--- src/rtl/mapper_pkg.sv ---
package mapper_pkg;
   localparam int REG_W = 5;

   // register indices selected by CPU A14:A13
   localparam logic [1:0] SEL_CTRL = 2'd0;
   localparam logic [1:0] SEL_PATA = 2'd1;
   localparam logic [1:0] SEL_PATB = 2'd2;
   localparam logic [1:0] SEL_PROG = 2'd3;

   // control field positions
   localparam int CTRL_NT_LO   = 0;
   localparam int CTRL_MODE_LO = 2;
   localparam int CTRL_PAT4K   = 4;
   // bit 4 of pattern registers: outer program half
   localparam int PAT_HALF     = 4;
   // bit 4 of program register: RAM disable
   localparam int PROG_RAM_OFF = 4;

   typedef enum logic [1:0] {
      PM_WIDE0  = 2'b00,
      PM_WIDE1  = 2'b01,
      PM_FIRST  = 2'b10,
      PM_LAST   = 2'b11
   } prg_mode_e;

   typedef enum logic [1:0] {
      NT_ONE_LO = 2'b00,
      NT_ONE_HI = 2'b01,
      NT_VERT   = 2'b10,
      NT_HORZ   = 2'b11
   } nt_mode_e;

   localparam logic [REG_W-1:0] CTRL_RESET = 5'b01100;
   localparam logic [REG_W-1:0] MODE_FORCE = 5'b01100;

   typedef logic [3:0][REG_W-1:0] reg_bank_t;
endpackage

--- src/rtl/mapper_serial_loader.sv ---
module mapper_serial_loader
   import mapper_pkg::*;
#(
   parameter int LOAD_LEN = 5
) (
   input  logic                clk,
   input  logic                rst_n,
   input  logic                wr_stb,
   input  logic                din,
   input  logic                clr,
   output logic                commit,
   output logic [LOAD_LEN-1:0] value
);
   localparam int CW = (LOAD_LEN > 1) ? $clog2(LOAD_LEN) : 1;
   localparam logic [CW-1:0] LAST = CW'(LOAD_LEN - 1);

   logic [LOAD_LEN-2:0] sr_q;
   logic [CW-1:0]       cnt_q;

   assign commit = wr_stb && !clr && (cnt_q == LAST);
   assign value  = {din, sr_q};

   always_ff @(posedge clk) begin
      if (!rst_n || clr) begin
         sr_q  <= '0;
         cnt_q <= '0;
      end else if (commit) begin
         sr_q  <= '0;
         cnt_q <= '0;
      end else if (wr_stb) begin
         if (LOAD_LEN > 2) sr_q <= {din, sr_q[LOAD_LEN-2:1]};
         else              sr_q <= din;
         cnt_q <= cnt_q + 1'b1;
      end
   end
endmodule

--- src/rtl/mapper_regs.sv ---
module mapper_regs
   import mapper_pkg::*;
(
   input  logic             clk,
   input  logic             rst_n,
   input  logic             commit,
   input  logic [1:0]       sel,
   input  logic [REG_W-1:0] value,
   input  logic             clr,
   output reg_bank_t        regs_q
);
   for (genvar i = 0; i < 4; i++) begin : g_reg
      localparam logic [REG_W-1:0] RV = (i == 0) ? CTRL_RESET : '0;
      if (i == 0) begin : g_ctrl
         always_ff @(posedge clk) begin
            if (!rst_n)                         regs_q[i] <= RV;
            else if (clr)                       regs_q[i] <= regs_q[i] | MODE_FORCE;
            else if (commit && sel == 2'(i))    regs_q[i] <= value;
         end
      end else begin : g_data
         always_ff @(posedge clk) begin
            if (!rst_n)                         regs_q[i] <= RV;
            else if (commit && sel == 2'(i))    regs_q[i] <= value;
         end
      end
   end
endmodule

--- src/rtl/mapper_prg_compose.sv ---
module mapper_prg_compose
   import mapper_pkg::*;
#(
   parameter int INNER_W = 4
) (
   input  logic             cpu_a14,
   input  logic             ppu_a12,
   input  logic [REG_W-1:0] ctrl,
   input  logic [REG_W-1:0] pat_a,
   input  logic [REG_W-1:0] pat_b,
   input  logic [REG_W-1:0] prog,
   output logic [INNER_W:0] prg_hi
);
   logic               half;
   logic [INNER_W-1:0] inner;
   prg_mode_e          mode;

   assign mode = prg_mode_e'(ctrl[CTRL_MODE_LO +: 2]);

   always_comb begin
      if (ctrl[CTRL_PAT4K]) half = ppu_a12 ? pat_b[PAT_HALF] : pat_a[PAT_HALF];
      else                  half = pat_a[PAT_HALF];
   end

   always_comb begin
      unique case (mode)
         PM_FIRST: inner = cpu_a14 ? prog[INNER_W-1:0] : '0;
         PM_LAST:  inner = cpu_a14 ? '1 : prog[INNER_W-1:0];
         default:  inner = {prog[INNER_W-1:1], cpu_a14};
      endcase
   end

   assign prg_hi = {half, inner};
endmodule

--- src/rtl/mapper_ppu_compose.sv ---
module mapper_ppu_compose
   import mapper_pkg::*;
(
   input  logic             ppu_a10,
   input  logic             ppu_a11,
   input  logic             ppu_a12,
   input  logic [REG_W-1:0] ctrl,
   input  logic [REG_W-1:0] pat_a,
   input  logic [REG_W-1:0] pat_b,
   output logic             chr_a12,
   output logic             nt_a10
);
   nt_mode_e nt;
   assign nt = nt_mode_e'(ctrl[CTRL_NT_LO +: 2]);

   always_comb begin
      if (ctrl[CTRL_PAT4K]) chr_a12 = ppu_a12 ? pat_b[0] : pat_a[0];
      else                  chr_a12 = ppu_a12;
   end

   always_comb begin
      unique case (nt)
         NT_ONE_LO: nt_a10 = 1'b0;
         NT_ONE_HI: nt_a10 = 1'b1;
         NT_VERT:   nt_a10 = ppu_a10;
         default:   nt_a10 = ppu_a11;
      endcase
   end
endmodule

--- src/rtl/outer_bank_mapper.sv ---
module outer_bank_mapper
   import mapper_pkg::*;
#(
   parameter int ADDR_W   = 16,
   parameter int DATA_W   = 8,
   parameter int LOAD_LEN = 5,
   parameter int INNER_W  = 4,
   parameter bit RAM_GATE = 1'b1
) (
   input  logic              clk,
   input  logic              rst_n,
   input  logic              cpu_wr_en,
   input  logic [ADDR_W-1:0] cpu_addr,
   input  logic [DATA_W-1:0] cpu_data,
   input  logic              ppu_a10,
   input  logic              ppu_a11,
   input  logic              ppu_a12,
   output logic [INNER_W:0]  prg_addr_hi,
   output logic              chr_a12,
   output logic              nt_a10,
   output logic              prg_ram_ce
);
   localparam int TOP = ADDR_W - 1;

   if (LOAD_LEN != REG_W) begin : g_bad_len
      $error("LOAD_LEN must equal register width");
   end
   if (INNER_W < 2 || INNER_W > 4) begin : g_bad_inner
      $error("INNER_W must be 2..4");
   end
   if (ADDR_W < 15 || DATA_W < 8) begin : g_bad_bus
      $error("bus too narrow");
   end

   logic                map_wr, clr, commit;
   logic [REG_W-1:0]    value;
   reg_bank_t           regs_q;
   logic [REG_W-1:0]    ctrl_q, pata_q, patb_q, prog_q;
   logic                ram_win;

   assign map_wr = cpu_wr_en && cpu_addr[TOP];
   assign clr    = map_wr && cpu_data[7];

   mapper_serial_loader #(.LOAD_LEN(LOAD_LEN)) u_load (
      .clk(clk), .rst_n(rst_n), .wr_stb(map_wr), .din(cpu_data[0]),
      .clr(clr), .commit(commit), .value(value)
   );

   mapper_regs u_regs (
      .clk(clk), .rst_n(rst_n), .commit(commit), .sel(cpu_addr[TOP-1:TOP-2]),
      .value(value), .clr(clr), .regs_q(regs_q)
   );

   assign ctrl_q = regs_q[SEL_CTRL];
   assign pata_q = regs_q[SEL_PATA];
   assign patb_q = regs_q[SEL_PATB];
   assign prog_q = regs_q[SEL_PROG];

   mapper_prg_compose #(.INNER_W(INNER_W)) u_prg (
      .cpu_a14(cpu_addr[TOP-1]), .ppu_a12(ppu_a12), .ctrl(ctrl_q),
      .pat_a(pata_q), .pat_b(patb_q), .prog(prog_q), .prg_hi(prg_addr_hi)
   );

   mapper_ppu_compose u_ppu (
      .ppu_a10(ppu_a10), .ppu_a11(ppu_a11), .ppu_a12(ppu_a12), .ctrl(ctrl_q),
      .pat_a(pata_q), .pat_b(patb_q), .chr_a12(chr_a12), .nt_a10(nt_a10)
   );

   assign ram_win = (cpu_addr[TOP:TOP-2] == 3'b011);

   if (RAM_GATE) begin : g_ram_gated
      assign prg_ram_ce = ram_win && !prog_q[PROG_RAM_OFF];
   end else begin : g_ram_open
      assign prg_ram_ce = ram_win;
   end
endmodule

--- config.mk ---
export PLATFORM = sky130hd
export DESIGN_NAME = outer_bank_mapper
export DESIGN_NICKNAME = d
export VERILOG_FILES = /design/src/rtl/mapper_pkg.sv /design/src/rtl/mapper_serial_loader.sv /design/src/rtl/mapper_regs.sv /design/src/rtl/mapper_prg_compose.sv /design/src/rtl/mapper_ppu_compose.sv /design/src/rtl/outer_bank_mapper.sv
export SDC_FILE = /design/constraint.sdc
export NUM_CORES = 1
export LEC_CHECK = 0
export ABC_AREA = 1
export BUFFER_PORTS_ARGS = -buffer_cell sky130_fd_sc_hd__buf_2
export CAP_MARGIN = 20
export CORE_ASPECT_RATIO = 1.25
export CORE_MARGIN = 5
export CORE_UTILIZATION = 39
export DETAILED_ROUTE_END_ITERATION = 7
export MAX_ROUTING_LAYER = met4
export SKIP_CTS_REPAIR_TIMING = 1
export SLEW_MARGIN = 0
export SYNTH_ARGS = -nofsm -noshare
export SYNTH_HDL_FRONTEND = slang
export SYNTH_HIERARCHICAL = 1
export SYNTH_SLANG_ARGS = --single-unit
--- constraint.sdc ---
create_clock -name clk -period 1.75 [get_ports clk]
set_clock_uncertainty 0.1 [all_clocks]
set_input_delay 0.0875 -clock clk [delete_from_list [all_inputs] [get_ports clk]]
set_output_delay 0.0875 -clock clk [all_outputs]
set_load 0.1 [all_outputs]
==> metrics.log <==
[metrics] endpoints failing hold: 0
[metrics] H-Tree Depth: 1
[metrics] area of all placed cells without fillers: 0.00135 mm2
[metrics] initial core utilization: 40.7%
[metrics] Post-Syn Nets: 229
[metrics] crit-path cells: nand2_1, inv_2, nand2_1, nand2_1, buf_2
[metrics] status: finished, final reports clean
[metrics] number of rows in the core area: 22
[metrics] growth of design area from synthesis to finish: 11.4%
[metrics] overall via count from detail_route: 1078
[metrics] Via density: 4.31
[metrics] Ports: 38
[metrics] total negative slack for setup checks: 0 ns
[metrics] delay-heaviest family, CP: buffers and inverters
[metrics] number of synthesis warnings: 6
[metrics] Setup Viol. Count Final: 0
[metrics] worst-case vdd ir drop: 0.310 mV
[metrics] transition time of the tightest slew-check pin: 0.489 ns
[metrics] detailed-routed wire length on met2: 1010 um
[metrics] number of antenna violations at the first check in global routing: 0
[metrics] final layout net count: 247
[metrics] Final Cycle Share: 90.5%
[metrics] startpoint type of the worst setup path: register
[metrics] Critical Path RT: 1.56 ns
[metrics] most frequent cells in the layout: 63 x sky130_fd_sc_hd__nand2_1, 43 x sky130_fd_sc_hd__inv_1, 21 x sky130_fd_sc_hd__dfxtp_1, 18 x sky130_fd_sc_hd__buf_2, 16 x sky130_fd_sc_hd__nor2_1
[metrics] Die Y-Extent: 72.3 um
[metrics] gp weighted congestion: 0.773
[metrics] DR WL met3: 108 um
[metrics] fraction of final layout cells with drive strength greater than 1: 16.8%
[metrics] wire length on met1: 1140 um
[metrics] endpoint kind of the worst setup timing path: output port
[metrics] post-synthesis instance area: 0.00121 mm2
[metrics] minimum clock period after layout: 1.58 ns
[metrics] Max Fanout on Critical Path: 4
[metrics] number of stages on the worst setup path: 5
[metrics] uppermost metal layer occupied by signal nets: met4
[metrics] Most Frequent Cell on Critical Path: sky130_fd_sc_hd__nand2_1
[metrics] number of instances in the synthesized netlist: 197
[metrics] CTS root buffer: sky130_fd_sc_hd__clkbuf_4
[metrics] count of maximum capacitance violations: 0
[metrics] CTS tree: yes
[metrics] width of the die: 59.8 um
[metrics] Clock Tree Buf Depth: 2
[metrics] critical path class: reg2out
[metrics] count of buffer and inverter cells on the critical path: 2
[metrics] Peak Freq: 632 MHz
[metrics] synthesized area divided by synthesized cell count: 6.15 um2
[metrics] final antenna diode count: 0
[metrics] pin count of the biggest net entering global routing: 13
[metrics] total global-route track usage: 12.3%
[metrics] static leakage power: 0.719 nW
[metrics] number of clock buffers inserted by TritonCTS: 3
[metrics] Fin Hold WS: 0.0631 ns
[metrics] Placement Cell Area: 0.00130 mm2
[metrics] number of global-route vias before repair: 958
[metrics] placeable core region: 0.00297 mm2
[metrics] worst reg2reg path depth: 10
[metrics] maximum single-stage delay on the critical path: 0.42 ns
[metrics] post-DP HPWL: 1700 um
[metrics] worst relative slew slack: 67.6%
[metrics] area of the die: 0.00433 mm2
[metrics] clock insertion delay at the later pin of the skew report: 0.30 ns
[metrics] clock transition at the registers of the reported paths: 0.12 ns
[metrics] data arrival at the endpoint of the critical path: 1.40 ns
[metrics] PortBufs: 18
[metrics] first-pass detailed-route iteration total: 4
[metrics] antenna viol nets, final: 0
[metrics] PD cells: 642 mW/mm2
[metrics] routed length per instance: 9.12 um
[metrics] first-pass GRT wire length: 4040 um
[metrics] total wirelength of the detailed-routed design: 2280 um
[metrics] most frequent standard cell in the layout excluding fill and tap cells: sky130_fd_sc_hd__nand2_1
[metrics] GRT overflow: 0
[metrics] clock net sink count: 21
[metrics] Hold Crit Depth: 3
[metrics] min-delay worst type: in2reg
[metrics] CP max stage cell: sky130_fd_sc_hd__dfxtp_1
[metrics] final number of max-transition violations: 0
[metrics] drt drc: 0
[metrics] DR iter-0 viols: 35
[metrics] unrepaired setup endpoints after global routing: false
-- worst min-delay path, cell delays in order --
cell	delay, ns
sky130_fd_sc_hd__buf_2	0.18
sky130_fd_sc_hd__nand4_1	0.11
sky130_fd_sc_hd__a21oi_1	0.05
-- state kept, by name, summed over array words and instances (netlist names) --
signal / flops
u_regs/regs_q: 14
u_load/sr_q: 4
u_load/cnt_q: 3
-- area by class of cell --
type	instances	area, um2
inverters	47	176
multi-input cells	120	554
fillers	345	1620
clock buffers	3	22.5
repair buffers	22	125
well taps	36	45.0
flip-flops and latches	21	420
clock inverters	1	5.00
-- metrics by stage --
stage          power, W  cells  worst slack [ns]  util, %
6_report       0.000866    250             0.166     45.4
5_1_grt        0.000922    250            0.0118     45.4
4_1_cts        0.000882    248             0.132     44.7
3_5_place_dp   0.000636    244             0.216     43.8
3_3_place_gp   0.000635    244             0.215     43.8
2_1_floorplan  0.000609    197             0.328        -
-- power breakdown --
part,leakage [nW],total (W),internal (W),switching (W)
Sequential,0.169,0.000485,0.000482,0.00000344
Clock,0.0177,0.000239,0.0000853,0.000153
Combinational,0.532,0.000142,0.0000358,0.000106
Total,0.719,0.000866,0.000603,0.000263
-- per-layer routing --
metal / vias to the layer above / track usage [%]
met5: - / -
met2: 15 / 17.8
met4: 0 / 5.91
met1: 449 / 16.5
met3: 2 / 1.78
li1: 612 / -
-- final timing paths --
kind | startpoint | end | slack, ns
worst max-delay path | u_regs/regs_q[3] | prg_addr_hi[3] | 0.17
worst min-delay path | cpu_addr[14] | u_regs/regs_q[15] | 0.06
worst max register to register | u_load/cnt_q[0] | u_regs/regs_q[5] | 0.19
worst min register to register | u_regs/regs_q[9] | u_regs/regs_q[9] | 0.37
(Power assumes the default switching activity.)
